--- src/rtl/fp_round_unit.sv ---
module fp_round_unit #(
  parameter int EXP_W  = 8,
  parameter int FRAC_W = 23
) (
  input  logic              clk,
  input  logic              rst_n,
  input  logic              in_valid,
  input  logic [2:0]        in_mode,
  input  logic              in_sign,
  input  logic [EXP_W-1:0]  in_exp,
  input  logic [FRAC_W-1:0] in_frac,
  input  logic [2:0]        in_grs,
  output logic              out_valid,
  output logic              out_sign,
  output logic [EXP_W-1:0]  out_exp,
  output logic [FRAC_W-1:0] out_frac,
  output logic              out_inexact,
  output logic              out_invalid
);
  localparam logic [EXP_W-1:0]  EMAX  = '1;
  localparam logic [EXP_W-1:0]  EBIG  = EMAX - 1'b1;
  localparam logic [FRAC_W-1:0] FMAX  = '1;
  localparam logic [FRAC_W-1:0] QNANF = {1'b1, {(FRAC_W-1){1'b0}}};

  logic              any_x, up, to_inf, bad_mode, carry, ovf;
  logic [FRAC_W-1:0] frac_up;
  logic [EXP_W-1:0]  exp_up;

  assign any_x    = |in_grs;
  assign bad_mode = in_mode > 3'd4;

  always_comb begin
    case (in_mode)
      3'd0:    up = in_grs[2] & (in_grs[1] | in_grs[0] | in_frac[0]);
      3'd2:    up = in_sign & any_x;
      3'd3:    up = ~in_sign & any_x;
      3'd4:    up = in_grs[2];
      default: up = 1'b0;
    endcase
  end

  always_comb begin
    case (in_mode)
      3'd1:    to_inf = 1'b0;
      3'd2:    to_inf = in_sign;
      3'd3:    to_inf = ~in_sign;
      default: to_inf = 1'b1;
    endcase
  end

  assign {carry, frac_up} = {1'b0, in_frac} + {{FRAC_W{1'b0}}, up};
  assign exp_up = in_exp + {{(EXP_W-1){1'b0}}, carry};
  assign ovf    = (in_exp == EMAX) || (exp_up == EMAX);

  always_ff @(posedge clk) begin
    if (!rst_n) begin
      out_valid   <= 1'b0;
      out_sign    <= 1'b0;
      out_exp     <= '0;
      out_frac    <= '0;
      out_inexact <= 1'b0;
      out_invalid <= 1'b0;
    end else begin
      out_valid <= in_valid;
      if (in_valid) begin
        if (bad_mode) begin
          out_sign    <= 1'b0;
          out_exp     <= EMAX;
          out_frac    <= QNANF;
          out_inexact <= 1'b0;
          out_invalid <= 1'b1;
        end else begin
          out_sign    <= in_sign;
          out_inexact <= any_x | ovf;
          out_invalid <= 1'b0;
          if (ovf) begin
            out_exp  <= to_inf ? EMAX : EBIG;
            out_frac <= to_inf ? '0 : FMAX;
          end else begin
            out_exp  <= exp_up;
            out_frac <= frac_up;
          end
        end
      end
    end
  end

  p_valid_follow_r10: assert property (@(posedge clk) disable iff (!rst_n)
    in_valid |=> out_valid);
  p_valid_drop_r10: assert property (@(posedge clk) disable iff (!rst_n)
    !in_valid |=> !out_valid && $stable(out_exp) && $stable(out_frac));
  p_qnan_r6: assert property (@(posedge clk) disable iff (!rst_n)
    (in_valid && in_mode > 3'd4) |=> out_invalid && !out_inexact && out_exp == EMAX && out_frac == QNANF);
  p_inexact_r7: assert property (@(posedge clk) disable iff (!rst_n)
    (in_valid && in_mode <= 3'd4 && in_exp != EMAX) |=> out_inexact == $past(|in_grs) || out_exp == EMAX);
  p_trunc_r2: assert property (@(posedge clk) disable iff (!rst_n)
    (in_valid && in_mode == 3'd1 && in_exp != EMAX) |=> out_frac == $past(in_frac) && out_exp == $past(in_exp));
  p_no_nan_r9: assert property (@(posedge clk) disable iff (!rst_n)
    (out_exp == EMAX && !out_invalid) |-> out_frac == '0);
endmodule

--- config.mk ---
export PLATFORM = sky130hd
export DESIGN_NAME = fp_round_unit
export DESIGN_NICKNAME = d
export VERILOG_FILES = /design/src/rtl/fp_round_unit.sv
export SDC_FILE = /design/constraint.sdc
export NUM_CORES = 1
export LEC_CHECK = 0
export BUFFER_PORTS_ARGS = -buffer_cell sky130_fd_sc_hd__buf_4
export CAP_MARGIN = 20
export CORE_MARGIN = 2
export CORE_UTILIZATION = 49
export CTS_CLUSTER_SIZE = 8
export DETAILED_ROUTE_END_ITERATION = 8
export PLACE_DENSITY_LB_ADDON = 0.08
export SLEW_MARGIN = 20
export SYNTH_ARGS = -nofsm -noshare
export SYNTH_HDL_FRONTEND = slang
export SYNTH_SLANG_ARGS = --single-unit
--- constraint.sdc ---
create_clock -name clk -period 5.6 [get_ports clk]
set_clock_uncertainty 0.2 [all_clocks]
set_input_delay 1.12 -clock clk [delete_from_list [all_inputs] [get_ports clk]]
set_output_delay 1.12 -clock clk [all_outputs]
set_load 0.02 [all_outputs]
==> results.json <==
{
  "stdcell_area_sq_mm": 0.00284,
  "maxSlewViolCount": 0,
  "place_area_sq_mm": 0.00274,
  "synthArstFlopShare": 0,
  "area_delta_synth_final_pct": 31.0,
  "antenna_found_initial": 0,
  "yosys.area.top_type": "dfxtp_1",
  "cts_num_sinks": 35,
  "synth.top_cell.area_share": 0.323,
  "clk_latency_ps": 280,
  "sw_frac_of_total": 0.277,
  "rows": 24,
  "total_power_mw": 0.638,
  "p_seq_frac": 0.427,
  "syn_inst": 258,
  "intPower_mw": 0.461,
  "power_density_mw_per_mm2": 224,
  "hold_path_class": "flip-flop to flip-flop",
  "ant_nets": 0,
  "hold_viol": 0,
  "cp-start-kind": "input pin",
  "drv_cap": 0,
  "fillers": 390,
  "viasPerCell": 5.80,
  "syn_area_per_cell_sq_um": 8.41,
  "multi_input_area_sq_mm": 0.00139,
  "cp_common_cell": "ha_1",
  "vias": 2180,
  "power.net_switching_mw": 0.177,
  "grt_max_degree": 45,
  "ctsResizeCount": 0,
  "firstDrtPassIters": 4,
  "fin_nets": 369,
  "finalSetupTns_ps": 0,
  "yosys_warnings": 0,
  "clk_pin_slew_ps": 70,
  "synth-edff-count": 0,
  "critPathMaxStageDelay_ps": 510,
  "core_area_sq_mm": 0.00432,
  "combPwrFrac": 0.226,
  "period_needed_ps": 4940,
  "syn_area_sq_mm": 0.00217,
  "post_drt_wl_per_cell_um": 15.2,
  "required_ps": 5580,
  "synth_ff_type": "dfxtp_1",
  "dpl.hpwl_mm": 4.08,
  "postCtsHoldBufs": 0,
  "cts_buffer_depth": 2,
  "cp_cell_sequence": "buf_4 -> xor2_1 -> nand3b_1 -> o31ai_1 -> nand2_1 -> o21ai_0 -> ha_1 -> and4_1 -> nand3_1 -> nor4_1 -> ha_1 -> ha_1 -> xnor2_1 -> nor4_1 -> o21a_1 -> a21oi_1 -> o221a_2",
  "cts_buffers": 5,
  "outcome": "complete, no violations",
  "rsz0062_at_grt": "false",
  "syn_nets": 303,
  "drcViolationCount": 0,
  "clockPowerShare": 0.347,
  "yosysSeqAreaShare": 0.323,
  "setup_violations": 0,
  "cp.arrival_ps": 4920,
  "met1_length_mm": 2.65,
  "grt_pass1_wl_mm": 9.16,
  "cts_setup_buffers": 0,
  "fp.dieH_um": 70.5,
  "fmax_mhz": 202,
  "cp-end-kind": "flip-flop",
  "die_area_sq_mm": 0.00498,
  "port_buffers": 75,
  "fp.dieW_um": 70.5,
  "fin_crit_sh": 0.883,
  "grt_usage": 0.226,
  "worstPathMaxFanout": 13,
  "drtIter0Drc": 136,
  "ctsHtreeMaxLevel": 2,
  "relSlewSlack": 0.466,
  "clockRootBuffer": "clkbuf_8",
  "io-pin-count": 76,
  "drive_above_1_share": 0.287,
  "wl_met3_um": 354,
  "synth_area_leaders": "dfxtp_1, xor2_1, nor2b_1",
  "regArea_sq_um": 701,
  "p_leak_nw": 1.23,
  "slowest_stage": "nor4_1",
  "worstSetupPathType": "input pin to flip-flop",
  "drt-total-wl_mm": 5.71,
  "synth.distinct_cells": 43,
  "wl_met2_mm": 2.64,
  "crit_buf_inv": 1,
  "synth_seq_cells": 35,
  "globalplace.congestion": 0.805,
  "path_delay_family": "simple AND/OR/NAND/NOR gates",
  "grt_pass1_vias": 1972,
  "cts_tree": "done",
  "initial_core_util": 0.502,
  "tightest_slew_ps": 797,
  "top_layer_used": "met4",
  "diodes": 0,
  "vdd_drop_max_v": 0.000169,
  "overflow": 0
}
-- metrics by stage --
step           std cells  hold WS (ps)  utilization  setup slack (ps)
6_report             376           273        0.657               658
5_1_grt              376           303        0.657               284
4_1_cts              376           275        0.657               666
3_5_place_dp         369           262        0.634               422
3_3_place_gp         369           260        0.634               622
2_1_floorplan        258           345            -              1230
-- final timing paths --
kind	startpoint	endpoint	slack [ps]	cells past startpoint
setup / recovery	in_mode[0]	out_frac[4]$_SDFFE_PN0P_	660	17
hold / removal	out_frac[15]$_SDFFE_PN0P_	out_frac[15]$_SDFFE_PN0P_	270	2
setup reg to reg	out_frac[20]$_SDFFE_PN0P_	out_frac[20]$_SDFFE_PN0P_	4380	3
hold reg to reg	out_frac[15]$_SDFFE_PN0P_	out_frac[15]$_SDFFE_PN0P_	270	2
-- metal layers --
metal	vias up	track usage
met4	0	0.0692
met2	70	0.360
met5	-	0
met3	6	0.0541
li1	1089	-
met1	1015	0.307
-- cell families after synthesis --
family,share of synthesized area
xor+xnor,0.104
buf+inv,0.0352
simple gates,0.295
mux,0.0138
fa+ha+maj,0.0231
compound gates,0.206
flops,0.323
-- power groups by stage --
stage	Sequential, mW	Combinational [mW]	Clock [mW]
finish	0.273	0.144	0.221
global route	0.274	0.156	0.235
CTS	0.273	0.144	0.226
detailed placement	0.278	0.143	0
global placement	0.278	0.142	0
floorplan	0.296	0.0564	0
-- flip-flops by register name, summed over array words and instances, names as in the netlist --
register and cells:
out_exp 8, out_frac 23, out_inexact 1, out_invalid 1
out_sign 1, out_valid 1
-- synth_stat cells (4+ instances only) --
library cell / n
nor3_1: 4
o22ai_1: 4
a21oi_1: 15
xor2_1: 14
xnor2_1: 10
o21ai_0: 14
and4_1: 5
clkbuf_1: 15
nor2_1: 7
nand2_1: 20
nor4_1: 7
ha_1: 4
and2_1: 5
dfxtp_1: 35
nand3_1: 10
nor2b_1: 15
o2111ai_1: 7
nand2b_1: 7
nand4_1: 7
o221a_2: 6
nand3b_1: 9
-- layout make-up --
class,count,share of cell area
Clock buffer,6,0.0255
Clock inverter,1,0.0106
Inverter,3,0.00396
Multi-Input combinational cell,203,0.490
Sequential cell,35,0.246
Tap cell,52,0.0229
Timing Repair Buffer,76,0.201
-- cells in the final DEF, fill, tap and decap left out, drive strengths merged, types with 4 or more instances in the layout --
| cell type | synthesis | routed |
|---|---|---|
| a21oi | 15 | 15 |
| and2 | 5 | 5 |
| and4 | 6 | 6 |
| buf | 2 | 76 |
| clkbuf | 15 | 6 |
| dfxtp | 35 | 35 |
| ha | 4 | 4 |
| nand2 | 20 | 20 |
| nand2b | 7 | 7 |
| nand3 | 10 | 10 |
| nand3b | 9 | 9 |
| nand4 | 8 | 8 |
| nor2 | 7 | 7 |
| nor2b | 15 | 15 |
| nor3 | 4 | 4 |
| nor4 | 7 | 7 |
| o2111ai | 7 | 7 |
| o21ai | 14 | 14 |
| o221a | 6 | 6 |
| o22ai | 4 | 4 |
| or3 | 4 | 4 |
| xnor2 | 11 | 11 |
| xor2 | 14 | 14 |
-- worst register-to-register path: stages, from the launching register on --
cell     delay (ps)
dfxtp_1         310
nor2b_1         140
or3_1           330
o311a_1         130
No activity file was read; power rests on OpenSTA's default activity.
